File: src/rtl/memmap_pkg.sv
package memmap_pkg;

  localparam int ADDR_W = 32;
  localparam int MAP_W  = 24;

  typedef enum logic [2:0] {
    RG_SYS   = 3'd0,
    RG_RAM   = 3'd1,
    RG_VOID  = 3'd2,
    RG_ROM   = 3'd3,
    RG_CART  = 3'd4,
    RG_IDE   = 3'd5,
    RG_IO    = 3'd6,
    RG_FAULT = 3'd7
  } region_e;

  localparam logic [7:0] BK_IO        = 8'hFF;
  localparam logic [7:0] BK_IDE       = 8'hF0;
  localparam logic [7:0] BK_HOLE_LO   = 8'hF1;
  localparam logic [7:0] BK_HOLE_HI   = 8'hF9;
  localparam logic [7:0] BK_CART_LO   = 8'hFA;
  localparam logic [7:0] BK_CART_HI   = 8'hFB;
  localparam logic [7:0] BK_ROMH_LO   = 8'hFC;
  localparam logic [7:0] BK_ROMH_HI   = 8'hFE;
  localparam logic [7:0] BK_ROML_LO   = 8'hE0;
  localparam logic [7:0] BK_ROML_HI   = 8'hEF;
  localparam logic [7:0] BK_VOID_END  = 8'h40;

  localparam logic [MAP_W-1:0] SUPER_LIMIT = 24'h000800;
  localparam logic [MAP_W-1:0] WPROT_LIMIT = 24'h000008;

  // number of bytes touched by a size code
  function automatic logic [2:0] span_bytes(input logic [1:0] sz);
    case (sz)
      2'b00:   return 3'd1;
      2'b01:   return 3'd2;
      default: return 3'd4;
    endcase
  endfunction

  // true when the last byte of the access lies in the next 64 KiB bank
  function automatic logic spills_bank(input logic [15:0] lo, input logic [2:0] span);
    return ({1'b0, lo} + {14'b0, span}) > 17'h10000;
  endfunction

  function automatic logic [MAP_W-1:0] region_base(input region_e r, input logic rom_hi);
    case (r)
      RG_ROM:  return rom_hi ? 24'hFC0000 : 24'hE00000;
      RG_CART: return 24'hFA0000;
      RG_IDE:  return 24'hF00000;
      RG_IO:   return 24'hFF0000;
      default: return '0;
    endcase
  endfunction

endpackage

File: src/rtl/memmap_cfg_latch.sv
module memmap_cfg_latch #(
  parameter int RAMSZ_W = 24,
  localparam int NB_W   = RAMSZ_W - 15
) (
  input  logic               clk,
  input  logic               rst_n,
  input  logic [RAMSZ_W-1:0] cfg_ram_bytes,
  input  logic               cfg_rom_hi,
  input  logic               cfg_addr24,
  output logic [NB_W-1:0]    ram_banks,
  output logic               rom_hi,
  output logic               addr24
);

  logic [RAMSZ_W:0] rounded;

  // round up to the next 64 KiB multiple; the bank count is the upper part
  assign rounded = {1'b0, cfg_ram_bytes} + (RAMSZ_W+1)'(17'h0FFFF);

  always_ff @(posedge clk) begin
    if (!rst_n) begin
      ram_banks <= rounded[RAMSZ_W:16];
      rom_hi    <= cfg_rom_hi;
      addr24    <= cfg_addr24;
    end
  end

endmodule

File: src/rtl/memmap_bank_decode.sv
module memmap_bank_decode
  import memmap_pkg::*;
#(
  parameter int NB_W = 9
) (
  input  logic [7:0]      bank,
  input  logic            hi_ok,
  input  logic [NB_W-1:0] ram_banks,
  input  logic            rom_hi,
  output region_e         region
);

  logic in_ram;

  assign in_ram = {{(NB_W-8){1'b0}}, bank} < ram_banks;

  always_comb begin
    if (!hi_ok)                                          region = RG_FAULT;
    else if (bank == BK_IO)                              region = RG_IO;
    else if (bank == BK_IDE)                             region = RG_IDE;
    else if (bank >= BK_HOLE_LO && bank <= BK_HOLE_HI)   region = RG_FAULT;
    else if (bank >= BK_CART_LO && bank <= BK_CART_HI)   region = RG_CART;
    else if (bank >= BK_ROMH_LO && bank <= BK_ROMH_HI)   region = rom_hi ? RG_ROM : RG_FAULT;
    else if (bank >= BK_ROML_LO && bank <= BK_ROML_HI)   region = rom_hi ? RG_FAULT : RG_ROM;
    else if (bank == 8'h00)                              region = RG_SYS;
    else if (in_ram)                                     region = RG_RAM;
    else if (bank < BK_VOID_END)                         region = RG_VOID;
    else                                                 region = RG_FAULT;
  end

endmodule

File: src/rtl/memmap_access_check.sv
module memmap_access_check
  import memmap_pkg::*;
#(
  parameter int NB_W = 9
) (
  input  logic              acc_write,
  input  logic              acc_super,
  input  logic [1:0]        acc_size,
  input  logic [ADDR_W-1:0] acc_addr,
  input  logic              addr24,
  input  logic              rom_hi,
  input  logic [NB_W-1:0]   ram_banks,
  output region_e           first_region,
  output region_e           sel,
  output logic [MAP_W-1:0]  offset,
  output logic              fault,
  output logic              prot_fault
);

  localparam int NPROBE = 2;

  logic [MAP_W-1:0] low24;
  logic [2:0]       span;
  logic             carry;
  logic [15:0]      probe_hi [NPROBE];
  region_e          probe_rg [NPROBE];
  logic             ro_write;
  logic             straddle;

  assign low24 = acc_addr[MAP_W-1:0];
  assign span  = span_bytes(acc_size);
  assign carry = spills_bank(acc_addr[15:0], span);

  assign probe_hi[0] = acc_addr[31:16];
  assign probe_hi[1] = acc_addr[31:16] + {15'b0, carry};

  // probe 0 decodes the first byte, probe 1 the last byte
  for (genvar g = 0; g < NPROBE; g++) begin : g_probe
    memmap_bank_decode #(.NB_W(NB_W)) u_dec (
      .bank      (probe_hi[g][7:0]),
      .hi_ok     (addr24 || (probe_hi[g][15:8] == 8'h00)),
      .ram_banks (ram_banks),
      .rom_hi    (rom_hi),
      .region    (probe_rg[g])
    );
  end

  assign first_region = probe_rg[0];

  // protection is evaluated before the region decode
  assign prot_fault = (!acc_super && (low24 < SUPER_LIMIT)) ||
                      (acc_write  && (low24 < WPROT_LIMIT));

  assign ro_write = acc_write && ((probe_rg[0] == RG_ROM) || (probe_rg[0] == RG_CART));
  assign straddle = (probe_rg[0] != probe_rg[1]);

  assign fault = prot_fault || (probe_rg[0] == RG_FAULT) || ro_write || straddle;
  assign sel   = fault ? RG_FAULT : probe_rg[0];

  always_comb begin
    if (sel == RG_VOID || sel == RG_FAULT) offset = '0;
    else                                   offset = low24 - region_base(sel, rom_hi);
  end

endmodule

File: src/rtl/memmap_fault_pulse.sv
module memmap_fault_pulse (
  input  logic clk,
  input  logic rst_n,
  input  logic acc_valid,
  input  logic acc_write,
  input  logic fault,
  output logic berr_pulse,
  output logic berr_write
);

  always_ff @(posedge clk or negedge rst_n) begin
    if (!rst_n) begin
      berr_pulse <= 1'b0;
      berr_write <= 1'b0;
    end else begin
      berr_pulse <= acc_valid && fault;
      berr_write <= acc_valid && fault && acc_write;
    end
  end

endmodule

File: src/rtl/memmap_guard.sv
module memmap_guard
  import memmap_pkg::*;
#(
  parameter int RAMSZ_W = 24,
  localparam int NB_W   = RAMSZ_W - 15
) (
  input  logic               clk,
  input  logic               rst_n,
  input  logic [RAMSZ_W-1:0] cfg_ram_bytes,
  input  logic               cfg_rom_hi,
  input  logic               cfg_addr24,
  input  logic               acc_valid,
  input  logic               acc_write,
  input  logic [1:0]         acc_size,
  input  logic               acc_super,
  input  logic [ADDR_W-1:0]  acc_addr,
  output logic [2:0]         region_sel,
  output logic [MAP_W-1:0]   region_off,
  output logic               rd_zero,
  output logic               berr_pulse,
  output logic               berr_write
);

  logic [NB_W-1:0] ram_banks;
  logic            rom_hi;
  logic            addr24;
  region_e         first_reg_e;
  region_e         sel_e;
  logic            fault;
  logic            prot_fault;
  logic [2:0]      first_region;

  memmap_cfg_latch #(.RAMSZ_W(RAMSZ_W)) u_cfg (
    .clk           (clk),
    .rst_n         (rst_n),
    .cfg_ram_bytes (cfg_ram_bytes),
    .cfg_rom_hi    (cfg_rom_hi),
    .cfg_addr24    (cfg_addr24),
    .ram_banks     (ram_banks),
    .rom_hi        (rom_hi),
    .addr24        (addr24)
  );

  memmap_access_check #(.NB_W(NB_W)) u_chk (
    .acc_write    (acc_write),
    .acc_super    (acc_super),
    .acc_size     (acc_size),
    .acc_addr     (acc_addr),
    .addr24       (addr24),
    .rom_hi       (rom_hi),
    .ram_banks    (ram_banks),
    .first_region (first_reg_e),
    .sel          (sel_e),
    .offset       (region_off),
    .fault        (fault),
    .prot_fault   (prot_fault)
  );

  memmap_fault_pulse u_pulse (
    .clk        (clk),
    .rst_n      (rst_n),
    .acc_valid  (acc_valid),
    .acc_write  (acc_write),
    .fault      (fault),
    .berr_pulse (berr_pulse),
    .berr_write (berr_write)
  );

  assign first_region = first_reg_e;
  assign region_sel   = sel_e;
  assign rd_zero      = acc_valid && !acc_write &&
                        ((sel_e == RG_VOID) || (sel_e == RG_FAULT));

endmodule

File: config.mk
export PLATFORM = sky130hd
export DESIGN_NAME = memmap_guard
export DESIGN_NICKNAME = d
export VERILOG_FILES = /design/src/rtl/memmap_pkg.sv /design/src/rtl/memmap_cfg_latch.sv /design/src/rtl/memmap_bank_decode.sv /design/src/rtl/memmap_access_check.sv /design/src/rtl/memmap_fault_pulse.sv /design/src/rtl/memmap_guard.sv
export SDC_FILE = /design/constraint.sdc
export NUM_CORES = 1
export LEC_CHECK = 0
export ABC_AREA = 1
export BUFFER_PORTS_ARGS = -buffer_cell sky130_fd_sc_hd__buf_2
export CAP_MARGIN = 40
export CELL_PAD_IN_SITES_DETAIL_PLACEMENT = 1
export CELL_PAD_IN_SITES_GLOBAL_PLACEMENT = 1
export CORE_MARGIN = 1.5
export CORE_UTILIZATION = 31
export DETAILED_ROUTE_END_ITERATION = 12
export PLACE_DENSITY = 0.89
export SLEW_MARGIN = 20
export SYNTH_ARGS = -nofsm -noshare
export SYNTH_HDL_FRONTEND = slang
export SYNTH_HIERARCHICAL = 1
export SYNTH_SLANG_ARGS = --single-unit
File: constraint.sdc
create_clock -name clk -period 8.88 [get_ports clk]
set_input_delay 1.776 -clock clk [delete_from_list [all_inputs] [get_ports clk]]
set_output_delay 1.776 -clock clk [all_outputs]
set_load 0.005 [all_outputs]
==> reports/metrics.yaml <==
setup_path:
  cp-start-kind: "input port"
  r2r_slack_ns: 5.39
  crit_fanout: 5
  critPathBufInv: 7
  cp-startpoint: "acc_size[0]"
  arrival_ns: 7.72
  cp.required_ns: 7.10
  timing.critical_path.mode_cell: "nand2_1"
  critical_path_class: "input port to primary output"
  max_stage_delay_ns: 0.38
  critPathSlowestCell: "nand4_1"
  cp_top_family: "simple AND/OR/NAND/NOR gates"
  end_kind: "primary output"
  r2r_start: "u_cfg/ram_banks[4]"
placed_design:
  dp_slack_ns: -0.760
  finalWeightedCongestion: 0.864
  hpwl_um: 8220
  io_buffers: 94
  dp.cells: 700
  placed_cell_area_sq_um: 3640
power:
  vdd_drop_max_mv: 0.0601
  powerDensity_nw_per_um2: 87.7
  finalPower_mw: 0.387
  leakagePower_nw: 2.29
cells_and_area:
  num_antenna_cells: 0
  drive_gt1_share_pct: 45.1
  postLayoutCellArea_sq_um: 4410
  nNetsFinal: 711
  final_cells: 725
  synthToLayoutAreaGrowth_pct: 56.4
  fin_util_pct: 50.3
route:
  routed_wl_um: 13400
  wl_met3_um: 810
  drt_iter0_drc: 202
  vias_per_cell: 5.36
  wl_met2_um: 6980
  highest_layer: "met4"
  avgRoutedWirePerCell_um: 18.5
  dr.pass1.iters: 4
  vias: 3883
  antenna_left: 0
  drc: 0
  drt-met1-wl_um: 4740
clock_network:
  numCtsBuffers: 3
  cts_tree: "done"
  ctsLongestPathBuffers: 2
  root_buffer: "clkbuf_8"
  clkTransAtPathRegs_ns: 0.05
  postCtsHoldBufs: 0
  cts.sinks: 13
  h-tree-depth: 1
  clock_latency_ns: 0.24
floorplan:
  io-pin-count: 95
  die_x_um: 98.4
  die_h_um: 98.4
  placementRows: 34
  start_util_pct: 32.2
  dieArea_sq_um: 9670
  core_area_sq_um: 8760
global_route:
  grt_pass1_wl_um: 18000
  grt_pass1_vias: 3902
  antenna_found_initial: 0
  grt_max_degree: 19
  grt.overflow.total: 0
  grt_use_total_pct: 22.4
timing:
  slew_headroom_pct: 61.7
  tns_ns: -2.64
  hold_ws_ns: 1.32
  min_period_over_period_pct: 107
  tightest_slew_ns: 0.570
  slew_viol_final: 0
  finalSetupViolCount: 7
  fmax_ghz: 0.105
  skew_ns: 0.00190
  min_period_ns: 9.49
  fin_ws_ns: -0.612
  rsz0062_at_grt: "true"
  final_hold_viol_count: 0
run:
  maxCapViolations: 0
hold_path:
  hold_class: "input port to asynchronous set/reset pin"
yosys:
  postSynthCellCount: 468
  ys_warn_count: 6
  syn_nets: 561
  syn_area_sq_um: 2820
  syn_avg_cell_area_sq_um: 6.02
outcome:
  violations: "setup timing"
  status: "complete, but fails checks"
-- registers in the layout (all words and copies together), names as in the netlist --
register and count:
u_cfg/ram_banks 9, u_cfg/addr24 1, u_cfg/rom_hi 1, u_pulse/berr_pulse 1
u_pulse/berr_write 1
-- routing by layer --
metal	vias up	global-route usage [%]
li1	1778	-
met1	1838	24.3
met2	193	43.4
met3	74	2.00
met4	0	10.3
met5	-	0
-- layout by cell type, fill, tap and decap left out, drive strengths merged --
cell type / n
a311o: 1
fa: 2
buf: 148
and2: 1
nand3b: 4
a21boi: 2
o211ai: 1
o2111ai: 1
clkbuf: 3
ha: 26
nand3: 29
nor3: 8
o21ai: 19
clkinv: 1
inv: 101
a31oi: 3
o21bai: 2
nand4: 13
o31ai: 1
a21o: 1
nor2: 86
dfrtp: 2
edfxtp: 11
nor4: 4
xnor2: 1
a21oi: 16
a2111oi: 1
xor2: 6
nand2: 123
-- area by class of cell --
cell class	count	area, sq um
flip-flops and latches	13	380
repair buffers	148	907
fillers	1159	4350
multi-input cells	351	2550
clock inverters	1	5.00
well taps	108	135
clock buffers	3	41.3
inverters	101	387
-- worst reg2reg max path, stage by stage, from the launching register on --
cell and delay, ns:
edfxtp_1 0.41, inv_1 0.11, ha_1 0.25, a21oi_1 0.22, nand2_1 0.11, nand2_1 0.08, nand3_1 0.09, nand2_1 0.09
nand4_1 0.21, nand2_1 0.27, inv_2 0.16, o21ai_0 0.33, nor2_1 0.14, nor2_4 0.25, buf_6 0.15, buf_4 0.09
buf_4 0.09, nand2_1 0.11, nand2_1 0.17, inv_1 0.06
-- power by group --
group	switching, mW	internal [mW]	leakage (nW)
Clock	0.0195	0.0309	0.0255
Combinational	0.152	0.108	2.14
Sequential	0.00391	0.0724	0.132
-- repair_timing --
action | CTS | global route
setup endpoints to repair | 7 | 24
hold endpoints to repair | 0 | 0
pin swaps | 46 | 48
resized for setup | 61 | 62
buffers inserted | 18 | 6
-- final timing paths --
check | end | cells after the start
min in group clk | u_pulse/berr_pulse | 12
min | u_pulse/berr_pulse | 1
min reg2reg | u_pulse/berr_pulse | 12
max in group asynchronous | u_pulse/berr_write | 1
max | region_off[21] | 43
max reg2reg | u_pulse/berr_pulse | 19
Power figures use the tool's default switching activity.
